[src/rtl/jtm_pkg.sv]
package jtm_pkg;

  typedef enum logic [3:0] {
    TS_RESET, TS_IDLE,
    TS_SELDR, TS_CAPDR, TS_SHDR, TS_EX1DR, TS_PAUDR, TS_EX2DR, TS_UPDDR,
    TS_SELIR, TS_CAPIR, TS_SHIR, TS_EX1IR, TS_PAUIR, TS_EX2IR, TS_UPDIR
  } tap_st_t;

  // Standard TAP transition for one TCK rising edge.
  function automatic tap_st_t tap_step(tap_st_t s, logic m);
    case (s)
      TS_RESET: tap_step = m ? TS_RESET : TS_IDLE;
      TS_IDLE:  tap_step = m ? TS_SELDR : TS_IDLE;
      TS_SELDR: tap_step = m ? TS_SELIR : TS_CAPDR;
      TS_CAPDR: tap_step = m ? TS_EX1DR : TS_SHDR;
      TS_SHDR:  tap_step = m ? TS_EX1DR : TS_SHDR;
      TS_EX1DR: tap_step = m ? TS_UPDDR : TS_PAUDR;
      TS_PAUDR: tap_step = m ? TS_EX2DR : TS_PAUDR;
      TS_EX2DR: tap_step = m ? TS_UPDDR : TS_SHDR;
      TS_UPDDR: tap_step = m ? TS_SELDR : TS_IDLE;
      TS_SELIR: tap_step = m ? TS_RESET : TS_CAPIR;
      TS_CAPIR: tap_step = m ? TS_EX1IR : TS_SHIR;
      TS_SHIR:  tap_step = m ? TS_EX1IR : TS_SHIR;
      TS_EX1IR: tap_step = m ? TS_UPDIR : TS_PAUIR;
      TS_PAUIR: tap_step = m ? TS_EX2IR : TS_PAUIR;
      TS_EX2IR: tap_step = m ? TS_UPDIR : TS_SHIR;
      default:  tap_step = m ? TS_SELDR : TS_IDLE;
    endcase
  endfunction

  // TMS that walks toward the Shift state of the wanted register without
  // ever stepping into Run-Test/Idle.
  function automatic logic nav_tms(tap_st_t s, logic want_ir);
    case (s)
      TS_IDLE, TS_PAUDR, TS_PAUIR, TS_EX2DR, TS_EX2IR,
      TS_UPDDR, TS_UPDIR: nav_tms = 1'b1;
      TS_SELDR:           nav_tms = want_ir;
      default:            nav_tms = 1'b0;
    endcase
  endfunction

  function automatic logic st_is_shift(tap_st_t s);
    st_is_shift = (s == TS_SHDR) || (s == TS_SHIR);
  endfunction

  function automatic logic st_is_exit1(tap_st_t s);
    st_is_exit1 = (s == TS_EX1DR) || (s == TS_EX1IR);
  endfunction

  function automatic logic st_is_update(tap_st_t s);
    st_is_update = (s == TS_UPDDR) || (s == TS_UPDIR);
  endfunction

endpackage

[src/rtl/jtm_tap_track.sv]
module jtm_tap_track
  import jtm_pkg::*;
(
  input  logic    clk,
  input  logic    rst_n,
  input  logic    step,
  input  logic    tms_i,
  output tap_st_t state
);

  tap_st_t st_q;

  always_ff @(posedge clk or negedge rst_n) begin
    if (!rst_n) st_q <= TS_RESET;
    else if (step) st_q <= tap_step(st_q, tms_i);
  end

  assign state = st_q;

endmodule

[src/rtl/jtm_ir_cache.sv]
module jtm_ir_cache #(
  parameter int IRW = 5
) (
  input  logic           clk,
  input  logic           rst_n,
  input  logic           load,
  input  logic [IRW-1:0] code,
  output logic           hit
);

  logic           valid_q;
  logic [IRW-1:0] code_q;

  always_ff @(posedge clk or negedge rst_n) begin
    if (!rst_n) begin
      valid_q <= 1'b0;
      code_q  <= '0;
    end else if (load) begin
      valid_q <= 1'b1;
      code_q  <= code;
    end
  end

  assign hit = valid_q && (code_q == code);

endmodule

[src/rtl/jtm_shifter.sv]
module jtm_shifter #(
  parameter int DW = 64,
  parameter int LW = 7
) (
  input  logic          clk,
  input  logic          rst_n,
  input  logic          load,
  input  logic [LW-1:0] ld_len,
  input  logic [DW-1:0] ld_data,
  input  logic          sample,
  input  logic          tdo_i,
  output logic          tdi_bit,
  output logic          last_bit,
  output logic          all_done,
  output logic [DW-1:0] rdata
);

  localparam int IXW = (DW > 1) ? $clog2(DW) : 1;

  logic [DW-1:0] data_q, rdata_q;
  logic [LW-1:0] len_q, cnt_q;

  function automatic logic is_last(logic [LW-1:0] c, logic [LW-1:0] n);
    is_last = (LW'(c + 1'b1) == n);
  endfunction

  always_ff @(posedge clk or negedge rst_n) begin
    if (!rst_n) begin
      data_q  <= '0;
      rdata_q <= '0;
      len_q   <= '0;
      cnt_q   <= '0;
    end else if (load) begin
      data_q  <= ld_data;
      rdata_q <= '0;
      len_q   <= ld_len;
      cnt_q   <= '0;
    end else if (sample) begin
      rdata_q[cnt_q[IXW-1:0]] <= tdo_i;
      cnt_q <= cnt_q + 1'b1;
    end
  end

  assign tdi_bit  = data_q[cnt_q[IXW-1:0]];
  assign last_bit = is_last(cnt_q, len_q);
  assign all_done = (cnt_q >= len_q);
  assign rdata    = rdata_q;

  assert_cnt_bound_R2: assert property (@(posedge clk) disable iff (!rst_n)
    cnt_q <= len_q);

endmodule

[src/rtl/jtag_scan_master.sv]
module jtag_scan_master
  import jtm_pkg::*;
#(
  parameter int DW       = 64,
  parameter int IRW      = 5,
  parameter int RST_TCKS = 5,
  localparam int LW      = $clog2(DW + 1),
  localparam int RCW     = $clog2(RST_TCKS + 1)
) (
  input  logic          clk,
  input  logic          rst_n,
  input  logic          cmd_start,
  input  logic          cmd_ir,
  input  logic [LW-1:0] cmd_len,
  input  logic [DW-1:0] cmd_data,
  input  logic          cmd_end_idle,
  output logic          busy,
  output logic          done,
  output logic [DW-1:0] rsp_data,
  output logic          tck,
  output logic          tms,
  output logic          tdi,
  input  logic          tdo
);

  typedef enum logic [1:0] {C_WAIT, C_FALL, C_RISE} ctl_t;

  ctl_t           ctl_q;
  logic           tck_q, tms_q, tdi_q, done_q;
  logic           seq_rst_q, is_ir_q, end_idle_q;
  logic [RCW-1:0] rcnt_q;

  tap_st_t        tap;
  logic           accept, skip, step, sample;
  logic           sh_tdi, sh_last, sh_all;
  logic           cache_hit;
  logic           more, p_tms, p_tdi;
  logic [LW-1:0]  ld_len;
  logic [DW-1:0]  ld_data;

  assign accept  = cmd_start && (ctl_q == C_WAIT);
  assign skip    = accept && cmd_ir && cache_hit;
  assign step    = (ctl_q == C_RISE);
  assign sample  = step && st_is_shift(tap) && !seq_rst_q;
  assign ld_len  = cmd_ir ? LW'(IRW) : cmd_len;
  assign ld_data = cmd_ir ? {{(DW-IRW){1'b0}}, cmd_data[IRW-1:0]} : cmd_data;

  jtm_tap_track u_tap (
    .clk(clk), .rst_n(rst_n), .step(step), .tms_i(tms_q), .state(tap)
  );

  jtm_ir_cache #(.IRW(IRW)) u_cache (
    .clk(clk), .rst_n(rst_n), .load(accept && cmd_ir),
    .code(cmd_data[IRW-1:0]), .hit(cache_hit)
  );

  jtm_shifter #(.DW(DW), .LW(LW)) u_shift (
    .clk(clk), .rst_n(rst_n), .load(accept), .ld_len(ld_len),
    .ld_data(ld_data), .sample(sample), .tdo_i(tdo), .tdi_bit(sh_tdi),
    .last_bit(sh_last), .all_done(sh_all), .rdata(rsp_data)
  );

  // Next TCK plan, evaluated at each falling step from the tracked state.
  always_comb begin
    more  = 1'b1;
    p_tms = 1'b0;
    p_tdi = 1'b0;
    if (seq_rst_q) begin
      if (rcnt_q < RCW'(RST_TCKS)) p_tms = 1'b1;
      else if (tap != TS_RESET)    more  = 1'b0;
    end else if (!sh_all) begin
      if (st_is_shift(tap)) begin
        p_tms = sh_last;
        p_tdi = sh_tdi;
      end else begin
        p_tms = nav_tms(tap, is_ir_q);
      end
    end else if (st_is_exit1(tap)) begin
      p_tms = end_idle_q;
    end else if (!st_is_update(tap)) begin
      more = 1'b0;
    end
  end

  always_ff @(posedge clk or negedge rst_n) begin
    if (!rst_n) begin
      ctl_q      <= C_FALL;
      tck_q      <= 1'b0;
      tms_q      <= 1'b1;
      tdi_q      <= 1'b0;
      done_q     <= 1'b0;
      seq_rst_q  <= 1'b1;
      rcnt_q     <= '0;
      is_ir_q    <= 1'b0;
      end_idle_q <= 1'b0;
    end else begin
      done_q <= 1'b0;
      case (ctl_q)
        C_WAIT: if (accept) begin
          is_ir_q    <= cmd_ir;
          end_idle_q <= cmd_end_idle;
          if (skip) done_q <= 1'b1;
          else      ctl_q  <= C_FALL;
        end
        C_FALL: begin
          tck_q <= 1'b0;
          if (more) begin
            tms_q <= p_tms;
            tdi_q <= p_tdi;
            ctl_q <= C_RISE;
          end else begin
            ctl_q     <= C_WAIT;
            done_q    <= !seq_rst_q;
            seq_rst_q <= 1'b0;
          end
        end
        C_RISE: begin
          tck_q <= 1'b1;
          ctl_q <= C_FALL;
          if (seq_rst_q && rcnt_q < RCW'(RST_TCKS)) rcnt_q <= rcnt_q + 1'b1;
        end
        default: ctl_q <= C_WAIT;
      endcase
    end
  end

  assign busy = (ctl_q != C_WAIT);
  assign done = done_q;
  assign tck  = tck_q;
  assign tms  = tms_q;
  assign tdi  = tdi_q;

  assert_pins_stable_R11: assert property (@(posedge clk) disable iff (!rst_n)
    tck_q |-> ($stable(tms_q) && $stable(tdi_q)));

  assert_done_at_rest_R3: assert property (@(posedge clk) disable iff (!rst_n)
    done_q |-> (!busy && !tck_q));

  assert_idle_only_at_end_R5: assert property (@(posedge clk) disable iff (!rst_n)
    (tap == TS_IDLE && $past(tap) != TS_IDLE) |-> (seq_rst_q || sh_all));

  assert_skip_no_clock_R9: assert property (@(posedge clk) disable iff (!rst_n)
    skip |=> (done_q && !busy && !tck_q));

  assert_busy_holds_cmd_R10: assert property (@(posedge clk) disable iff (!rst_n)
    (cmd_start && busy) |=> ($stable(is_ir_q) && $stable(end_idle_q)));

endmodule

[config.mk]
export PLATFORM = sky130hd
export DESIGN_NAME = jtag_scan_master
export DESIGN_NICKNAME = d
export VERILOG_FILES = /design/src/rtl/jtm_pkg.sv /design/src/rtl/jtm_tap_track.sv /design/src/rtl/jtm_ir_cache.sv /design/src/rtl/jtm_shifter.sv /design/src/rtl/jtag_scan_master.sv
export SDC_FILE = /design/constraint.sdc
export NUM_CORES = 1
export LEC_CHECK = 0
export CAP_MARGIN = 25
export CORE_ASPECT_RATIO = 1.1
export CORE_MARGIN = 5
export CORE_UTILIZATION = 58
export CTS_CLUSTER_DIAMETER = 50
export DETAILED_ROUTE_END_ITERATION = 12
export PLACE_DENSITY = 0.82
export SETUP_SLACK_MARGIN = 0.2
export SYNTH_ARGS = -nofsm -noshare
export SYNTH_HDL_FRONTEND = slang
export SYNTH_SLANG_ARGS = --single-unit
[constraint.sdc]
create_clock -name clk -period 5.45 [get_ports clk]
set_input_delay 0.545 -clock clk [delete_from_list [all_inputs] [get_ports clk]]
set_output_delay 0.545 -clock clk [all_outputs]
set_load 0.05 [all_outputs]
# Word-level counts from Yosys, hierarchy flattened
# Cells that the tools add are included.
totals:
  inputBits: 77
  ff_bits: 164
op_classes:
  order_cmp: 4
  n_reduce_logical: 26
  bitwise_logic: 1
  eq_ne: 21
  mux: 48
  n_addsub: 2
op_table:
  columns: ["op", "count"]
  rows:
  - ["64-bit 2-to-1 mux", 3]
  - ["64-bit bitwise mux", 1]
  - ["4-bit case mux with 11 select lines", 1]
  - ["4-bit equality test (second input constant)", 8]
  - ["1-bit 2-to-1 mux", 22]
  - ["7-bit 2-to-1 mux", 3]
  - ["4-bit by 3-bit equality test with 1-bit output (second input constant)", 4]
  - ["4-bit 2-to-1 mux", 4]
  - ["2-bit 2-to-1 mux", 6]
  - ["2-bit AND reduction", 5]
  - ["4-bit by 2-bit equality test with 1-bit output (second input constant)", 2]
  - ["1-bit logical AND", 8]
  - ["7-bit by 1-bit adder with 7-bit output (second input constant)", 1]
  - ["7-bit equality test", 1]
  - ["7-bit >= comparator", 1]
  - ["6-bit by 7-bit < comparator with 1-bit output (second input constant)", 1]
  - ["7-bit OR reduction", 1]
  - ["1-bit binary-select mux with 6-bit select", 1]
  - ["1-bit demux with 6-bit select", 1]
  - ["6-bit by 1-bit >= comparator with 1-bit output (second input constant)", 1]
  - ["3-bit 2-to-1 mux", 2]
  - ["1-bit case mux with 2 select lines", 3]
  - ["2-bit case mux with 3 select lines", 1]
  - ["2-bit nonzero test", 3]
  - ["14 further kinds", 18]

# Depth between registers and ports, before layout
logic_depth:
  depth_word: 8
  ltp_mapped: 10

# Modules after synthesis
# From an unflattened synthesis, not the netlist that was laid out.
hier_totals:
  cells_unflattened: 808
  hier_area_um2: 8582.0
by_module_without_submodules:
  columns: ["mod", "area_each_um2", "instances", "cells_per_inst", "seq_area_each_um2"]
  rows:
  - ["jtm_shifter", 6690.2, 1, 595, 3553.4]
  - ["jtag_scan_master", 1207.4, 1, 148, 304.0]
  - ["jtm_tap_track", 415.4, 1, 46, 100.1]
  - ["jtm_ir_cache", 269.0, 1, 19, 150.1]

# Worst setup path before layout
# No wires, ideal clock.
synth_path:
  path_kind: "register to register"
  startpoint: "register u_shift.cnt_q[0]"
  endpoint: "register tms_q (netlist: tms)"
  required_ps: 5371
  synth_period_minus_slack_ps: 2253
  stages_incl_launch_ff: 10
  n_path_buf: 1
  slack_ps: 3197
  arrival_time_ps: 2174
  path_cell_list: "dfrtp_1 buf_4 inv_2 ha_1 nand2b_1 a21o_1 a21o_1 a31o_2 a2111o_1 a22o_1"
synth_via:
  elab_chain_len: 5
  elab_cells_between_ends: 9
  cone_classes: "add/sub: 1; order compare: 1; eq/ne: 1; mux: 5; reduce/logical: 1"
synth_lines:
  columns: ["element", "line", "text"]
  rows:
  - ["start, declared", "jtm_shifter.sv:21", "logic [LW-1:0] len_q, cnt_q;"]
  - ["start signal, assigned", "jtm_shifter.sv:40", "cnt_q <= cnt_q + 1'b1;"]
  - ["7-bit by 1-bit adder with 7-bit output", "jtm_shifter.sv:24", "is_last = (LW'(c + 1'b1) == n);"]
  - ["7-bit equality test", "jtm_shifter.sv:24", null]
  - ["1-bit 2-to-1 mux", "jtag_scan_master.sv:72", "if (st_is_shift(tap)) begin"]
  - ["1-bit 2-to-1 mux", "jtag_scan_master.sv:71", "end else if (!sh_all) begin"]
  - ["1-bit 2-to-1 mux", "jtag_scan_master.sv:68", "if (seq_rst_q) begin"]
  - ["end signal, assigned", "jtag_scan_master.sv:108", "tms_q <= p_tms;"]
  - ["end, declared", "jtag_scan_master.sv:29", "logic tck_q, tms_q, tdi_q, done_q;"]
# Several ways; a longest one is shown, not always the timed one.
# A chain may end at the register's enable or synchronous reset.

# Worst setup path in the final report
# Same ends and word-level chain as after synthesis.

==> metrics.md <==
| Metric | Value |
|---|---|
| Run status | `complete, no violations` |
| Number of setup buffers added after CTS | `0` |
| Final-layout fill cell count | `approximately 1.1k` |
| Number of nets produced by synthesis | `about 1.1k` |
| Clock buffers created by TritonCTS | `17` |
| Share of final-layout standard cells stronger than drive strength 1 | `between 7 and 8%` |
| DRC violations left | `0` |
| Routability congestion estimate | `around 0.83` |
| TritonCTS Sinks | `approximately 160` |
| CP most frequent cell | `sky130_fd_sc_hd__a21o_1` |
| Power density of the placed cells | `a little over 400 nW/um^2` |
| Number of pins with negative max-slew slack in the final report | `0` |
| Vias per std cell | `around 5.8` |
| Worst-Margin Slew | `about 0.96 ns` |
| Wire length per cell after detailed routing | `roughly 17 microns` |
| Number of ports placed on the die boundary | `146` |
| Clk slew on worst S/H paths | `roughly 0.06 ns` |
| Async SR Flop Fraction | `100%` |
| Finished Core Util | `between 70% and 80%` |
| GR Util All Layers | `25.8%` |
| Clk buf depth | `2` |
| Total via count in the routed design | `7,430` |
| Final nets | `approximately 1.2k` |
| FF+latch area | `4110 sq um` |
| Final routed wirelength across all metal layers | `22.0 mm` |
| First drt pass iteration count | `8` |
| Per-instance average area after synthesis | `slightly below 9 sq um` |
| Worst-case clock skew | `around 0.0079 ns` |
| Depth of the CTS H-tree | `4` |
| Setup crit start kind | `register` |
| Switching component of the power | `about 1500 uW` |
| Max Clock Freq | `339 MHz` |
| CTS tree | `done` |
| Cell family contributing the most delay on the critical path | `compound AO/OA/AOI/OAI gates` |
| Worst rel slew slack | `36.3%` |
| Area taken by multi-input logic gates | `about 4100 sq um` |
| Total of buffers placed on input and output ports | `~150` |
| Final design instance area without fill | `10,800 sq um` |
| Die footprint | `17,400 sq um` |
| Sequential cell area fraction in the yosys report | `a little under half` |
| Post-cts resize count | `0` |
| Combined buffer and inverter count along the critical path | `1` |
| HP Class | `in -> async` |
| Clock insertion delay at the later pin of the skew report | `~0.43 ns` |
| Residual antenna-violating net count after detailed routing | `0` |
| Global-route wire length before repair | `36.1 mm` |
| Die span in y | `between 100 and 150 microns` |
| Final-report hold violation count | `0` |
| Diode count | `0` |
| Part of the power in the clock network | `31.6%` |
| Fraction of power spent switching nets | `approximately a third` |
| Accumulated negative setup slack | `0 ns` |
| Internal power summed over all cells | `2890 uW` |
| Highest-delay cell along the critical path | `sky130_fd_sc_hd__dfrtp_1` |
| Worst-path cell chain | `inv_2, ha_1, nand2b_1, a21o_1, a21o_1, a31o_2, a2111o_1, a22o_1` |
| Area Growth Syn to Fin | `24.9%` |
| Number of hold-repair buffers added at the cts stage | `0` |
| Sequential group share of total power | `roughly two fifths` |
| Flops & latches, synth | `between 150 and 200` |
| Endpoint required time on the critical path | `roughly 5.8 ns` |
| Cell count after synthesis | `between 900 and 1k` |
| Worst slack on hold paths | `about 0.0058 ns` |
| Clock root cell | `sky130_fd_sc_hd__clkbuf_16` |
| Relative contribution of combinational cells to total power | `~28%` |
| Post-route total power | `4390 uW` |
| Main flop type after synthesis | `sky130_fd_sc_hd__dfrtp_1` |
| Critical path capture point type | `register` |
| Initial cell density of the core | `between 50% and 60%` |
| Maximum fanout count along the critical path | `22` |
| Setup repair after global routing missed its margin | `false` |
| Number of antenna violations at the first check in global routing | `0` |
| Vias in the first global route | `7,160` |
| Synth cell types | `71` |
| DPL Wire Length | `around 15 mm` |
| Most common cell after layout, fill and taps aside | `sky130_fd_sc_hd__nand2_1` |
| Dpl cell area | `around 10,000 sq um` |
| Maximum number of pins on one net before global-route repair | `97` |
| Setup violators final | `0` |
| VDD IR max | `about 0.24 mV` |
| Class of the most critical setup path | `reg -> reg` |
| Number of flops mapped to enable cells by yosys | `0` |
| Total of max-cap violations | `0` |
| Total congestion overflow after global routing | `0` |
| Yosys warnings | `0` |
| Slowest stage delay, CP | `0.90 ns` |
| Leakage power total | `0.00467 uW` |
| Minimum clock period after layout | `2.95 ns` |
| Number of core rows | `46` |
| Number of violations reported at the end of detailed-routing iteration 0 | `861` |
| Commonest cells after routing, fill and taps aside | `sky130_fd_sc_hd__nand2_1, sky130_fd_sc_hd__dfrtp_1, sky130_fd_sc_hd__clkdlybuf4s50_1` |
| Final critical-path share of the clock period | `between 50% and 60%` |
| Data arrival time of the critical path | `roughly 3.3 ns` |
| Die width | `~130 microns` |
| Core area | `approximately 15,000 sq um` |
| Cell area after synthesis | `around 8600 sq um` |
[final cells by class]
| cell class | count | area share, % |
|---|---|---|
| Clock inverter | 12 | 2.08 |
| Inverter | 20 | 0.696 |
| Sequential cell | 164 | 38.1 |
| Clock buffer | 20 | 4.33 |
| Timing Repair Buffer | 154 | 14.3 |
| Tap cell | 192 | 2.23 |
| Multi-Input combinational cell | 710 | 38.3 |
[per-stage QoR]
step                std cells  worst slack (ns)
floorplan                 965              3.20
global placement         1238              2.60
detailed placement       1238              2.53
CTS                      1270              2.51
global route             1272              2.34
finish                   1272              2.50
[routing by layer]
metal | part of all wire (%) | wire length, microns | GRT usage [%]
met5 | 0 | 0 | 0
met4 | 2.1 | 454 | 9.36
met3 | 6.9 | 1520 | 4.82
met2 | 49 | 10800 | 42.9
met1 | 42 | 9170 | 34.2
[cell families (layout without fill, tap and decap cells)]
| logic type | Yosys count | in the layout | synth area share [%] |
|---|---|---|---|
| simple gates | 464 | 464 | 26.6 |
| compound gates | 182 | 182 | 12.8 |
| flops | 164 | 164 | 47.6 |
| buf+inv | 91 | 206 | 4.69 |
| mux | 33 | 33 | 4.67 |
| xor+xnor | 18 | 18 | 1.83 |
| fa+ha+maj | 13 | 13 | 1.88 |
[power by group through the flow]
stage	Combinational [uW]	Clock [uW]	Sequential, uW
4_1_cts	1240	1400	1750
6_report	1250	1390	1760
3_3_place_gp	1190	0	1750
5_1_grt	1400	1450	1790
2_1_floorplan	938	0	1690
3_5_place_dp	1220	0	1770
[cell usage after synthesis, types with 7 or more instances]
master	n	area, sq um
sky130_fd_sc_hd__dfrtp_1	161	4030
sky130_fd_sc_hd__ha_1	13	163
sky130_fd_sc_hd__a21o_1	8	60.1
sky130_fd_sc_hd__a21oi_1	73	365
sky130_fd_sc_hd__and2_1	9	56.3
sky130_fd_sc_hd__xnor2_1	13	114
sky130_fd_sc_hd__nand3b_1	66	495
sky130_fd_sc_hd__clkbuf_1	44	165
sky130_fd_sc_hd__nand2b_1	8	50.1
sky130_fd_sc_hd__inv_1	17	63.8
sky130_fd_sc_hd__mux2i_1	20	200
sky130_fd_sc_hd__nand2_1	241	905
sky130_fd_sc_hd__nand3_1	49	245
sky130_fd_sc_hd__o21ai_0	48	240
sky130_fd_sc_hd__buf_4	7	52.6
sky130_fd_sc_hd__nor2_1	54	203
sky130_fd_sc_hd__buf_2	12	60.1
sky130_fd_sc_hd__nor2b_1	7	43.8
[registers in the layout (all words and copies together) (netlist names), 2 cells and up]
register	count
ctl_q	2
u_shift.len_q	7
u_shift.data_q	64
u_shift.cnt_q	7
u_cache.code_q	5
u_tap.state	4
u_shift.rdata	64
rcnt_q	3
[worst reg2reg max path, stage by stage, from the launching register on]
cell                       delay (ns)
sky130_fd_sc_hd__dfrtp_1         0.90
sky130_fd_sc_hd__inv_2           0.29
sky130_fd_sc_hd__ha_1            0.39
sky130_fd_sc_hd__nand2b_1        0.14
sky130_fd_sc_hd__a21o_1          0.17
sky130_fd_sc_hd__a21o_1          0.20
sky130_fd_sc_hd__a31o_2          0.26
sky130_fd_sc_hd__a2111o_1        0.34
sky130_fd_sc_hd__a22o_1          0.18
[final timing paths]
| kind | start | to | slack, ns | cells after the start |
|---|---|---|---|---|
| max | u_shift.cnt_q[0] | tms | 2.50 | 8 |
| min | rst_n | u_cache.code_q[3] | 0.006 | 1 |
| max reg2reg | u_shift.cnt_q[0] | tms | 2.50 | 8 |
| min reg2reg | u_shift.data_q[26] | u_shift.data_q[26] | 0.47 | 2 |
| max in group asynchronous | rst_n | u_shift.rdata[36] | 4.22 | 2 |
| min in group clk | u_shift.data_q[26] | u_shift.data_q[26] | 0.47 | 2 |
Note: power is estimated with default switching activity, not from simulation.
